==> src/rtl/mde_pkg.sv <==
package mde_pkg;
  localparam int BUS_W = 32;

  localparam logic [BUS_W-1:0] ID_REG_ADDR     = 32'h03F0_8004;
  localparam logic [BUS_W-1:0] REG_SPACE_BASE  = 32'h03F0_0000;
  localparam logic [BUS_W-1:0] GATE_ADDR       = 32'h0430_0000;
  localparam logic [BUS_W-1:0] GATE_OPEN       = 32'h0000_2000;
  localparam logic [BUS_W-1:0] GATE_CLOSE      = 32'h0000_1000;
  localparam logic [BUS_W-1:0] ENABLE_WORD     = 32'hC680_0000;
  localparam logic [BUS_W-1:0] BC_CTRL_ADDR    = 32'h03F8_000C;
  localparam logic [BUS_W-1:0] BC_CTRL_WORD    = 32'hC480_0000;
  localparam logic [BUS_W-1:0] BC_ID_ADDR      = 32'h03F8_0004;
  localparam logic [BUS_W-1:0] BC_ID_WORD      = 32'h8000_0000;
  localparam logic [BUS_W-1:0] OFF_TYPE        = 32'h0000_0000;
  localparam logic [BUS_W-1:0] OFF_ENABLE      = 32'h0000_000C;
  localparam logic [BUS_W-1:0] OFF_ROWTIME     = 32'h0000_0018;
  localparam logic [BUS_W-1:0] OFF_VENDOR      = 32'h0000_0024;
  localparam logic [BUS_W-1:0] ROWTIME_MATCH   = 32'h101C_0A04;
  localparam logic [BUS_W-1:0] SCAN_ID_STEP    = 32'h0000_0008;
  localparam logic [BUS_W-1:0] SCAN_REG_STEP   = 32'h0000_0800;

  localparam int TICK_W           = 3;
  localparam int TICK_SPAN_LSB    = 19;
  localparam int TICK_READS_BIG   = 8;
  localparam int TICK_READS_SMALL = 4;

  function automatic logic [BUS_W-1:0] id_stride(input logic big);
    return big ? 32'h0800_0000 : 32'h0400_0000;
  endfunction
  function automatic logic [BUS_W-1:0] reg_stride(input logic big);
    return big ? 32'h0000_0800 : 32'h0000_0400;
  endfunction
  function automatic logic [BUS_W-1:0] mem_stride(input logic big);
    return big ? 32'h0020_0000 : 32'h0010_0000;
  endfunction

  typedef struct packed {
    logic             we;
    logic [BUS_W-1:0] addr;
    logic [BUS_W-1:0] wdata;
  } bus_cmd_t;

  typedef enum logic [4:0] {
    S_IDLE, S1_SETID, S1_EN, S1_GOPEN, S1_RDTYPE, S1_GCLOSE, S1_DECIDE,
    S1_VGOPEN, S1_RDVEN, S1_VGCLOSE, S1_ROWTIME,
    S2_BCCTRL, S2_BCID, S2_SETID, S2_EN, S2_TICKLE, S_FIN
  } seq_state_e;
endpackage

==> src/rtl/mde_bus_port.sv <==
module mde_bus_port
  import mde_pkg::*;
(
  input  logic             clk,
  input  logic             rst_n,
  input  logic             cmd_valid,
  input  bus_cmd_t         cmd,
  output logic             cmd_done,
  output logic [BUS_W-1:0] cmd_rdata,
  output logic             req_valid,
  input  logic             req_ready,
  output logic             req_we,
  output logic [BUS_W-1:0] req_addr,
  output logic [BUS_W-1:0] req_wdata,
  input  logic             rsp_valid,
  output logic             rsp_ready,
  input  logic [BUS_W-1:0] rsp_rdata
);
  typedef enum logic [1:0] {PS_IDLE, PS_REQ, PS_RSP} port_st_e;

  port_st_e st_q;
  bus_cmd_t held_q;

  always_ff @(posedge clk) begin
    if (!rst_n) begin
      st_q   <= PS_IDLE;
      held_q <= '0;
    end else begin
      case (st_q)
        PS_IDLE: if (cmd_valid) begin
          held_q <= cmd;
          st_q   <= PS_REQ;
        end
        PS_REQ:  if (req_ready) st_q <= held_q.we ? PS_IDLE : PS_RSP;
        PS_RSP:  if (rsp_valid) st_q <= PS_IDLE;
        default: st_q <= PS_IDLE;
      endcase
    end
  end

  assign req_valid = (st_q == PS_REQ);
  assign req_we    = held_q.we;
  assign req_addr  = held_q.addr;
  assign req_wdata = held_q.wdata;
  assign rsp_ready = (st_q == PS_RSP);
  assign cmd_done  = (req_valid && req_ready && held_q.we) || (rsp_ready && rsp_valid);
  assign cmd_rdata = rsp_rdata;
endmodule

==> src/rtl/mde_size_table.sv <==
module mde_size_table #(
  parameter int DEPTH = 16,
  localparam int IW   = $clog2(DEPTH)
) (
  input  logic          clk,
  input  logic          rst_n,
  input  logic          clear,
  input  logic          wr_en,
  input  logic [IW-1:0] wr_idx,
  input  logic          wr_big,
  input  logic [IW-1:0] rd_idx,
  output logic          rd_big
);
  logic [DEPTH-1:0] big_q;

  always_ff @(posedge clk) begin
    if (!rst_n)     big_q <= '0;
    else if (clear) big_q <= '0;
    else if (wr_en) big_q[wr_idx] <= wr_big;
  end

  assign rd_big = big_q[rd_idx];
endmodule

==> src/rtl/mde_slot_cursor.sv <==
module mde_slot_cursor
  import mde_pkg::*;
(
  input  logic             clk,
  input  logic             rst_n,
  input  logic             init,
  input  logic             shift_small,
  input  logic             adv_valid,
  input  logic             adv_big,
  input  logic             sel_big,
  output logic [BUS_W-1:0] sel_id,
  output logic [BUS_W-1:0] sel_reg,
  output logic [BUS_W-1:0] sel_mem
);
  localparam int NCLS = 2;

  logic [NCLS-1:0][BUS_W-1:0] id_all, reg_all, mem_all;

  for (genvar c = 0; c < NCLS; c++) begin : g_cls
    localparam logic BIG = (c == 1);
    logic [BUS_W-1:0] id_q, reg_q, mem_q;
    logic             step, use_big;

    assign step    = (adv_valid && (adv_big == BIG)) || (!BIG && shift_small);
    assign use_big = BIG || shift_small;

    always_ff @(posedge clk) begin
      if (!rst_n || init) begin
        id_q  <= '0;
        reg_q <= REG_SPACE_BASE;
        mem_q <= '0;
      end else if (step) begin
        id_q  <= id_q  + id_stride(use_big);
        reg_q <= reg_q + reg_stride(use_big);
        mem_q <= mem_q + mem_stride(use_big);
      end
    end

    assign id_all[c]  = id_q;
    assign reg_all[c] = reg_q;
    assign mem_all[c] = mem_q;
  end

  assign sel_id  = id_all[sel_big];
  assign sel_reg = reg_all[sel_big];
  assign sel_mem = mem_all[sel_big];
endmodule

==> src/rtl/mem_enum_engine.sv <==
module mem_enum_engine
  import mde_pkg::*;
#(
  parameter int MAX_DEV = 16,
  localparam int CW = $clog2(MAX_DEV + 1),
  localparam int IW = $clog2(MAX_DEV)
) (
  input  logic               clk,
  input  logic               rst_n,
  input  logic               start,
  input  logic [BUS_W-1:0]   cfg_vendor,
  input  logic [BUS_W-1:0]   cfg_alt_timing,
  output logic               busy,
  output logic               done,
  output logic [CW-1:0]      dev_count,
  output logic [MAX_DEV-1:0] multibank,
  output logic               overflow,
  output logic               req_valid,
  input  logic               req_ready,
  output logic               req_we,
  output logic [BUS_W-1:0]   req_addr,
  output logic [BUS_W-1:0]   req_wdata,
  input  logic               rsp_valid,
  output logic               rsp_ready,
  input  logic [BUS_W-1:0]   rsp_rdata
);
  localparam logic [CW-1:0] FULL  = CW'(MAX_DEV);
  localparam logic [CW-1:0] ONE_C = CW'(1);

  seq_state_e         st_q;
  logic [CW-1:0]      cnt_q, idx_q;
  logic [MAX_DEV-1:0] mb_q;
  logic               ovf_q, done_q;
  logic [BUS_W-1:0]   vendor_q, alt_q, scan_id_q, scan_reg_q;
  logic               type_nz_q, type_big_q, vmatch_q;
  logic [TICK_W-1:0]  tk_q;

  logic             cmd_valid, op_done;
  bus_cmd_t         cmd;
  logic [BUS_W-1:0] op_rdata;
  logic             run_start, rec_en, cur_big, tick_last, adv_en;
  logic [1:0]       tick_sel;
  logic [BUS_W-1:0] cur_id, cur_reg, cur_mem;

  assign run_start = (st_q == S_IDLE) && start;
  assign rec_en    = (st_q == S1_DECIDE) && type_nz_q && (cnt_q != FULL);
  assign tick_last = cur_big ? (tk_q == TICK_W'(TICK_READS_BIG - 1))
                             : (tk_q == TICK_W'(TICK_READS_SMALL - 1));
  assign tick_sel  = cur_big ? tk_q[1:0] : {1'b0, tk_q[0]};
  assign adv_en    = (st_q == S2_TICKLE) && op_done && tick_last;

  mde_bus_port u_port (
    .clk       (clk),
    .rst_n     (rst_n),
    .cmd_valid (cmd_valid),
    .cmd       (cmd),
    .cmd_done  (op_done),
    .cmd_rdata (op_rdata),
    .req_valid (req_valid),
    .req_ready (req_ready),
    .req_we    (req_we),
    .req_addr  (req_addr),
    .req_wdata (req_wdata),
    .rsp_valid (rsp_valid),
    .rsp_ready (rsp_ready),
    .rsp_rdata (rsp_rdata)
  );

  mde_size_table #(.DEPTH(MAX_DEV)) u_table (
    .clk    (clk),
    .rst_n  (rst_n),
    .clear  (run_start),
    .wr_en  (rec_en),
    .wr_idx (cnt_q[IW-1:0]),
    .wr_big (type_big_q),
    .rd_idx (idx_q[IW-1:0]),
    .rd_big (cur_big)
  );

  mde_slot_cursor u_cursor (
    .clk         (clk),
    .rst_n       (rst_n),
    .init        (run_start),
    .shift_small (rec_en && type_big_q),
    .adv_valid   (adv_en),
    .adv_big     (cur_big),
    .sel_big     (cur_big),
    .sel_id      (cur_id),
    .sel_reg     (cur_reg),
    .sel_mem     (cur_mem)
  );

  always_comb begin
    cmd_valid = 1'b1;
    cmd       = '{we: 1'b1, addr: '0, wdata: '0};
    case (st_q)
      S1_SETID:   begin cmd.addr = ID_REG_ADDR;               cmd.wdata = scan_id_q;    end
      S1_EN:      begin cmd.addr = scan_reg_q + OFF_ENABLE;   cmd.wdata = ENABLE_WORD;  end
      S1_GOPEN,
      S1_VGOPEN:  begin cmd.addr = GATE_ADDR;                 cmd.wdata = GATE_OPEN;    end
      S1_GCLOSE,
      S1_VGCLOSE: begin cmd.addr = GATE_ADDR;                 cmd.wdata = GATE_CLOSE;   end
      S1_RDTYPE:  begin cmd.we = 1'b0; cmd.addr = scan_reg_q + OFF_TYPE;   end
      S1_RDVEN:   begin cmd.we = 1'b0; cmd.addr = scan_reg_q + OFF_VENDOR; end
      S1_ROWTIME: begin
        cmd.addr  = scan_reg_q + OFF_ROWTIME;
        cmd.wdata = vmatch_q ? ROWTIME_MATCH : alt_q;
      end
      S2_BCCTRL:  begin cmd.addr = BC_CTRL_ADDR;              cmd.wdata = BC_CTRL_WORD; end
      S2_BCID:    begin cmd.addr = BC_ID_ADDR;                cmd.wdata = BC_ID_WORD;   end
      S2_SETID:   begin cmd.addr = ID_REG_ADDR;               cmd.wdata = cur_id;       end
      S2_EN:      begin cmd.addr = cur_reg + OFF_ENABLE;      cmd.wdata = ENABLE_WORD;  end
      S2_TICKLE:  begin
        cmd.we   = 1'b0;
        cmd.addr = cur_mem + {{(BUS_W-TICK_SPAN_LSB-2){1'b0}}, tick_sel, {TICK_SPAN_LSB{1'b0}}};
      end
      default:    cmd_valid = 1'b0;
    endcase
  end

  always_ff @(posedge clk) begin
    if (!rst_n) begin
      st_q       <= S_IDLE;
      cnt_q      <= '0;
      idx_q      <= '0;
      mb_q       <= '0;
      ovf_q      <= 1'b0;
      done_q     <= 1'b0;
      vendor_q   <= '0;
      alt_q      <= '0;
      scan_id_q  <= '0;
      scan_reg_q <= REG_SPACE_BASE;
      type_nz_q  <= 1'b0;
      type_big_q <= 1'b0;
      vmatch_q   <= 1'b0;
      tk_q       <= '0;
    end else begin
      case (st_q)
        S_IDLE: if (start) begin
          st_q       <= S1_SETID;
          done_q     <= 1'b0;
          cnt_q      <= '0;
          mb_q       <= '0;
          ovf_q      <= 1'b0;
          vendor_q   <= cfg_vendor;
          alt_q      <= cfg_alt_timing;
          scan_id_q  <= '0;
          scan_reg_q <= REG_SPACE_BASE;
        end
        S1_SETID:   if (op_done) st_q <= S1_EN;
        S1_EN:      if (op_done) st_q <= S1_GOPEN;
        S1_GOPEN:   if (op_done) st_q <= S1_RDTYPE;
        S1_RDTYPE:  if (op_done) begin
          type_nz_q  <= |op_rdata;
          type_big_q <= op_rdata[1];
          st_q       <= S1_GCLOSE;
        end
        S1_GCLOSE:  if (op_done) st_q <= S1_DECIDE;
        S1_DECIDE: begin
          if (!type_nz_q) begin
            st_q <= S2_BCCTRL;
          end else if (cnt_q == FULL) begin
            ovf_q <= 1'b1;
            st_q  <= S2_BCCTRL;
          end else begin
            cnt_q <= cnt_q + ONE_C;
            if (type_big_q) begin
              mb_q <= {mb_q[MAX_DEV-2:0], 1'b1};
              st_q <= S1_VGOPEN;
            end else begin
              scan_id_q  <= scan_id_q + SCAN_ID_STEP;
              scan_reg_q <= scan_reg_q + SCAN_REG_STEP;
              st_q       <= S1_SETID;
            end
          end
        end
        S1_VGOPEN:  if (op_done) st_q <= S1_RDVEN;
        S1_RDVEN:   if (op_done) begin
          vmatch_q <= (op_rdata == vendor_q);
          st_q     <= S1_VGCLOSE;
        end
        S1_VGCLOSE: if (op_done) st_q <= S1_ROWTIME;
        S1_ROWTIME: if (op_done) begin
          scan_id_q  <= scan_id_q + SCAN_ID_STEP;
          scan_reg_q <= scan_reg_q + SCAN_REG_STEP;
          st_q       <= S1_SETID;
        end
        S2_BCCTRL:  if (op_done) st_q <= S2_BCID;
        S2_BCID:    if (op_done) begin
          idx_q <= '0;
          st_q  <= (cnt_q == '0) ? S_FIN : S2_SETID;
        end
        S2_SETID:   if (op_done) st_q <= S2_EN;
        S2_EN:      if (op_done) begin
          tk_q <= '0;
          st_q <= S2_TICKLE;
        end
        S2_TICKLE:  if (op_done) begin
          if (tick_last) begin
            idx_q <= idx_q + ONE_C;
            st_q  <= ((idx_q + ONE_C) == cnt_q) ? S_FIN : S2_SETID;
          end else begin
            tk_q <= tk_q + TICK_W'(1);
          end
        end
        S_FIN: begin
          done_q <= 1'b1;
          st_q   <= S_IDLE;
        end
        default: st_q <= S_IDLE;
      endcase
    end
  end

  assign busy      = (st_q != S_IDLE);
  assign done      = done_q;
  assign dev_count = cnt_q;
  assign multibank = mb_q;
  assign overflow  = ovf_q;
endmodule

==> config.mk <==
export PLATFORM = sky130hd
export DESIGN_NAME = mem_enum_engine
export DESIGN_NICKNAME = d
export VERILOG_FILES = /design/src/rtl/mde_pkg.sv /design/src/rtl/mde_bus_port.sv /design/src/rtl/mde_size_table.sv /design/src/rtl/mde_slot_cursor.sv /design/src/rtl/mem_enum_engine.sv
export SDC_FILE = /design/constraint.sdc
export NUM_CORES = 1
export LEC_CHECK = 0
export BUFFER_PORTS_ARGS = -buffer_cell sky130_fd_sc_hd__buf_4
export CORE_MARGIN = 5
export CORE_UTILIZATION = 59
export CTS_BUF_LIST = sky130_fd_sc_hd__clkbuf_16
export DETAILED_ROUTE_END_ITERATION = 10
export GPL_ROUTABILITY_DRIVEN = 0
export HOLD_SLACK_MARGIN = 0.15
export PLACE_DENSITY = 0.89
export RECOVER_POWER = 50
export SLEW_MARGIN = 10
export SYNTH_ARGS = -nofsm -noshare
export SYNTH_HDL_FRONTEND = slang
export SYNTH_SLANG_ARGS = --single-unit
==> constraint.sdc <==
create_clock -name clk -period 3.7 [get_ports clk]
set_clock_uncertainty 0.05 [all_clocks]
set_input_delay 0.74 -clock clk [delete_from_list [all_inputs] [get_ports clk]]
set_output_delay 0.74 -clock clk [all_outputs]
set_load 0.02 [all_outputs]
==> Yosys cells after proc, flatten, opt, wreduce, memory -nomap -nowiden <==
Index checks and enable logic that the tools add are counted.
{ "word_totals": {"regBits": 442, "latch_bits": 0, "mem_bits_rw": 0, "rom_bits": 0, "input_bits": 101, "mem_count": 0} }
{ "classes": {"n_addsub": 16, "mul": 0, "n_div": 0, "order_cmp": 4, "eq_ne": 49, "n_shift": 0, "muxes": 82, "n_bitwise": 2, "n_reduce_logical": 47} }
{ "op_table": {"columns": ["cell", "count"], "rows": [
  ["$mux W32", 17],
  ["$pmux W32 S10", 1],
  ["$pmux W32 S8", 1],
  ["$pmux W32 S3", 2],
  ["$mux W5", 24],
  ["$add A32 B32 Y32", 3],
  ["$add A32 B4 Y32 const B", 3],
  ["$pmux W5 S16", 1],
  ["$add A32 B12 Y32 const B", 2],
  ["$mux W16", 4],
  ["$ne A2 B2 Y1 const B", 24],
  ["$eq A5 B4 Y1 const B", 8],
  ["$add A32 B21 Y32", 1],
  ["$add A32 B22 Y32 const B", 1],
  ["$add A32 B28 Y32 const B", 1],
  ["$add A32 B5 Y32 const B", 1],
  ["$add A32 B6 Y32 const B", 1],
  ["$eq A32 B32 Y1", 1],
  ["$pmux W16 S2", 1],
  ["$reduce_or A32 Y1", 1],
  ["$mux W28", 1],
  ["$mux W22", 1],
  ["$eq A5 B3 Y1 const B", 4],
  ["$pmux W5 S2", 2],
  ["other kinds (45)", 94]
]} }

==> Depth between registers and ports, before layout <==
{ "logic_depth": {"ltp_word": 8, "depth_mapped": 17} }

==> Cells and area by module <==
Synthesis repeated with hierarchy kept, for this count alone.
{ "hier_totals": {"hier_cells": 2188, "hier_area_um2": 17536.8} }
{ "modules_own_cells": {"columns": ["mod", "n_inst", "cells_per_inst", "area_each_um2", "seq_area_each_um2"], "rows": [
  ["mem_enum_engine", 1, 1240, 9183.8, 3062.9],
  ["mde_slot_cursor", 1, 521, 4465.5, 1541.5],
  ["mde_bus_port", 1, 327, 2991.6, 1341.3],
  ["mde_size_table", 1, 100, 895.9, 320.3]
]} }

==> Least setup slack after synthesis <==
OpenSTA, ideal clock, no wires.
{ "synth_timing": {"kind": "register to register", "startpoint": "register cnt_q[0], in the netlist dev_count[0]", "endpoint": "register u_cursor.g_cls[0].reg_q[28]", "arrival_time_ns": 3.027, "setup_slack_ns": 0.495, "stages_incl_launch_ff": 14, "n_path_buf": 0, "synth_period_minus_slack_ns": 3.205, "path_cell_list": "dfxtp_1 inv_1 ha_1 nor4bb_1 nor4_1 nand2_1 ha_1 inv_1 fa_1 inv_1 nand4_2 nor4_1 xnor2_1 nor2_1"} }
{ "synth_between": {"elab_chain_cells": 5} }
{ "synth_rtl": {"columns": ["element", "line_no", "text"], "rows": [
  ["start, declared", "mem_enum_engine.sv:31", "logic [CW-1:0] cnt_q, idx_q;"],
  ["start signal, assigned", "mem_enum_engine.sv:166", "cnt_q <= cnt_q + ONE_C;"],
  ["$ne A5 B5 Y1 (*)", "mem_enum_engine.sv:46", "assign rec_en = (st_q == S1_DECIDE) && type_nz_q && (cnt_q != FULL);"],
  ["$logic_and A1 B1 Y1 (*)", "mem_enum_engine.sv:46", null],
  ["$logic_and A1 B1 Y1 (*)", "mem_enum_engine.sv:84", ".shift_small (rec_en && type_big_q),"],
  ["$mux W12", "mde_pkg.sv:31", "return big ? 32'h0000_0800 : 32'h0000_0400;"],
  ["$add A32 B32 Y32", "mde_slot_cursor.sv:34", "reg_q <= reg_q + reg_stride(use_big);"],
  ["end signal, assigned", "mde_slot_cursor.sv:34", null],
  ["end, declared", "mde_slot_cursor.sv:21", "logic [BUS_W-1:0] id_q, reg_q, mem_q;"]
]} }
Every way passes the cells marked *; elsewhere a longest branch is shown, timed or not.
A chain may end at the register's enable or synchronous reset.

==> Worst setup path after layout <==
{ "layout_timing": {"startpoint": "register st_q[3]", "endpoint": "register scan_reg_q[29]"} }
{ "layout_between": {"elab_chain_cells": 3} }
{ "layout_rtl": {"columns": ["element", "line_no", "text"], "rows": [
  ["start, declared", "mem_enum_engine.sv:30", "seq_state_e st_q;"],
  ["start signal, assigned", "mem_enum_engine.sv:191", "st_q <= (cnt_q == '0) ? S_FIN : S2_SETID;"],
  ["start signal, assigned", "mem_enum_engine.sv:201", "st_q <= ((idx_q + ONE_C) == cnt_q) ? S_FIN : S2_SETID;"],
  ["$eq A5 B3 Y1, or another cell as far along", "mem_enum_engine.sv:138", "case (st_q)"],
  ["$ne A2 B2 Y1 (no source line) / $reduce_bool A3 Y1 (equally long branches)", null, null],
  ["$reduce_and A6 Y1 (no source line)", null, null],
  ["end signal, assigned", "mem_enum_engine.sv:172", "scan_reg_q <= scan_reg_q + SCAN_REG_STEP;"],
  ["end signal, assigned", "mem_enum_engine.sv:185", "scan_reg_q <= scan_reg_q + SCAN_REG_STEP;"],
  ["end, declared", "mem_enum_engine.sv:34", "logic [BUS_W-1:0] vendor_q, alt_q, scan_id_q, scan_reg_q;"]
]} }
Several ways; a longest one is shown, not always the timed one.

==> metrics.yaml <==
pre_cts_ws_ns: 0.368
final_cell_mix: "nand2_1, dfxtp_1, nor2_1"
cts_root_buf: "clkbuf_16"
maxCapViolCount: 1
critPathMaxStageDelay_ns: 0.88
numPortBuffers: 191
layout_commonest_cell: "nand2_1"
setup-violations-final: 0
path_class: "flip-flop to flip-flop"
clkSinkCount: 309
area_growth_pct: 15.4
whs_ns: 0.411
synth-seq-cells: 309
peakVddDrop_v: 0.000550
cp_common_cell: "buf_4"
max_slew_margin_pct: -5.68
grt_first_pass_wirelength_um: 74400
die_area_sq_um: 29700
routedWlPerCell_um: 19.9
antenna_cells: 0
track_usage_pct: 30.9
path_cells: "buf_4, nor2b_1, buf_4, and3_1, nor2_1, nand2_2, nand2_2, buf_4, nor2_1"
finalNonFillerCells: 2401
finalWorstPathRequiredPeriod_ns: 3.55
synth_edf_count: 0
ys_async_sr_fraction_pct: 0
comb_power_share_pct: 30.9
ys_warn_count: 0
status: "finished with violations"
rsz0062_at_grt: "false"
cts_buffers: 34
grt_max_degree: 66
grt.overflow.total: 0
seq_area_frac_synth_pct: 39.8
slowest_stage: "nand2_2"
dp.cells: 2345
initial_core_util_pct: 59.8
ys_types: 76
hp-class: "flip-flop to flip-flop"
clk_path_buf_depth: 3
worstPathMaxFanout: 50
clk_pin_slew_ns: 0.06
tightest_slew_ns: 1.59
core_region_area_sq_um: 26000
p_int_mw: 6.54
grt_antenna_before_repair: 0
synth.avg_cell_area_sq_um: 8.17
final_core_util_pct: 69.0
p_leak_nw: 6.55
post-cts-setup-buffer-count: 0
synthCells: 1901
worstSetupEndpointType: "flip-flop"
final_area_sq_um: 17900
finalPower_mw: 10.5
tritoncts: "built"
worstPathArrival_ns: 3.89
syn_area_sq_um: 15500
worst_slack_ns: 0.146
required_ns: 4.04
viasPerCell: 6.30
synthFlopType: "dfxtp_1"
final_net_count: 2170
place_hpwl_um: 34000
drive_above_1_share_pct: 10.9
routed_wl_um: 47700
clkPwrFrac_pct: 30.3
seqPwrFrac_pct: 38.7
swShare_pct: 37.8
cts_htree_levels: 2
fmax_mhz: 281
vias: 15100
ant_nets: 0
final.setup.tns_ns: 0
failed_checks: "capacitance limit, slew limit"
drc: 0
fin_crit_sh_pct: 96.1
dpl-instance-area_sq_um: 17300
ios: 192
dieWidth_um: 172
start_kind: "flip-flop"
dr.first_iter.drc_count: 1983
slew_viol_final: 47
grt_pass1_vias: 14400
dr.pass1.iters: 7
fp.dieH_um: 172
core.rowCount: 59
clock_latency_ns: 0.52
p_sw_mw: 3.98
holdBufCountCts: 0
hold_viol_final: 0
cellPowerDensity_nw_per_um2: 587
## worst max-delay path: cells and delay by family (launching register included)
kind | cells | cell delay [ns]
buf+inv | 3 | 0.75
simple gates | 6 | 2.27
flops | 1 | 0.31
## sequential cells by signal, summed over array words and instances, names as in the netlist, 11 cells and up
| name | count |
|---|---|
| u_port.req_addr | 28 |
| scan_id_q | 29 |
| multibank | 16 |
| alt_q | 32 |
| vendor_q | 32 |
| u_cursor.g_cls.mem_q | 23 |
| u_cursor.g_cls.id_q | 11 |
| u_port.req_wdata | 32 |
| u_table.big_q | 16 |
| scan_reg_q | 21 |
| u_cursor.g_cls.reg_q | 43 |
## worst paths after layout
check	startpoint	endpoint	slack, ns	cells past startpoint
max	st_q[3]	scan_reg_q[29]	0.15	9
min	u_table.big_q[2]	u_table.big_q[2]	0.41	2
max reg2reg	st_q[3]	scan_reg_q[29]	0.15	9
min reg2reg	u_table.big_q[2]	u_table.big_q[2]	0.41	2
## synth_stat cells, types with 40 or more instances
| library cell | number | share of area, % |
|---|---|---|
| nand2_1 | 334 | 8.1 |
| dfxtp_1 | 309 | 40 |
| nor2_1 | 153 | 3.7 |
| clkbuf_1 | 108 | 2.6 |
| xor2_1 | 100 | 5.6 |
| nand3_1 | 96 | 3.1 |
| a21boi_0 | 89 | 4.3 |
| a21oi_1 | 84 | 2.7 |
| o21ai_0 | 71 | 2.3 |
| nor2b_1 | 43 | 1.7 |
| xnor2_1 | 43 | 2.4 |
| nand4_1 | 40 | 1.6 |
## power by group through the flow
stage                     clock network [mW]  logic (mW)  registers [mW]
after detailed placement                   0        3.26            4.13
after floorplan                            0        2.05            4.15
after global placement                     0        3.19            4.11
after global routing                    3.34        3.48            4.12
after CTS                               3.21        3.28            4.07
final                                   3.19        3.25            4.08
## routing by layer
metal	GRT usage, %	vias up	wire length [um]
met5	0	-	0
met4	13.6	0	2550
met3	8.21	215	5180
met2	49.3	918	21600
met1	39.6	7083	18400
li1	-	6917	-
## layout make-up
type	count	area (sq um)
Clock buffer	35	876
Clock inverter	21	144
Fill cell	1969	8060
Inverter	29	109
Multi-Input combinational cell	1432	8740
Sequential cell	309	6190
Tap cell	335	419
Timing Repair Buffer	240	1460
## cell families after synthesis
logic type / synth area share, %
AND/OR/NAND/NOR: 25.6
other: 0.0241
adder cells (fa/ha/maj): 2.00
AO/OA/AOI/OAI: 16.2
buffers and inverters: 4.18
multiplexers: 4.11
XOR/XNOR: 8.06
flip-flops: 39.8
## repair_timing
action                                  CTS  global route
gates resized for setup                   0             1
endpoints found under the setup margin    0             2
hold endpoints to repair                  0             0
(Power assumes the default switching activity.)
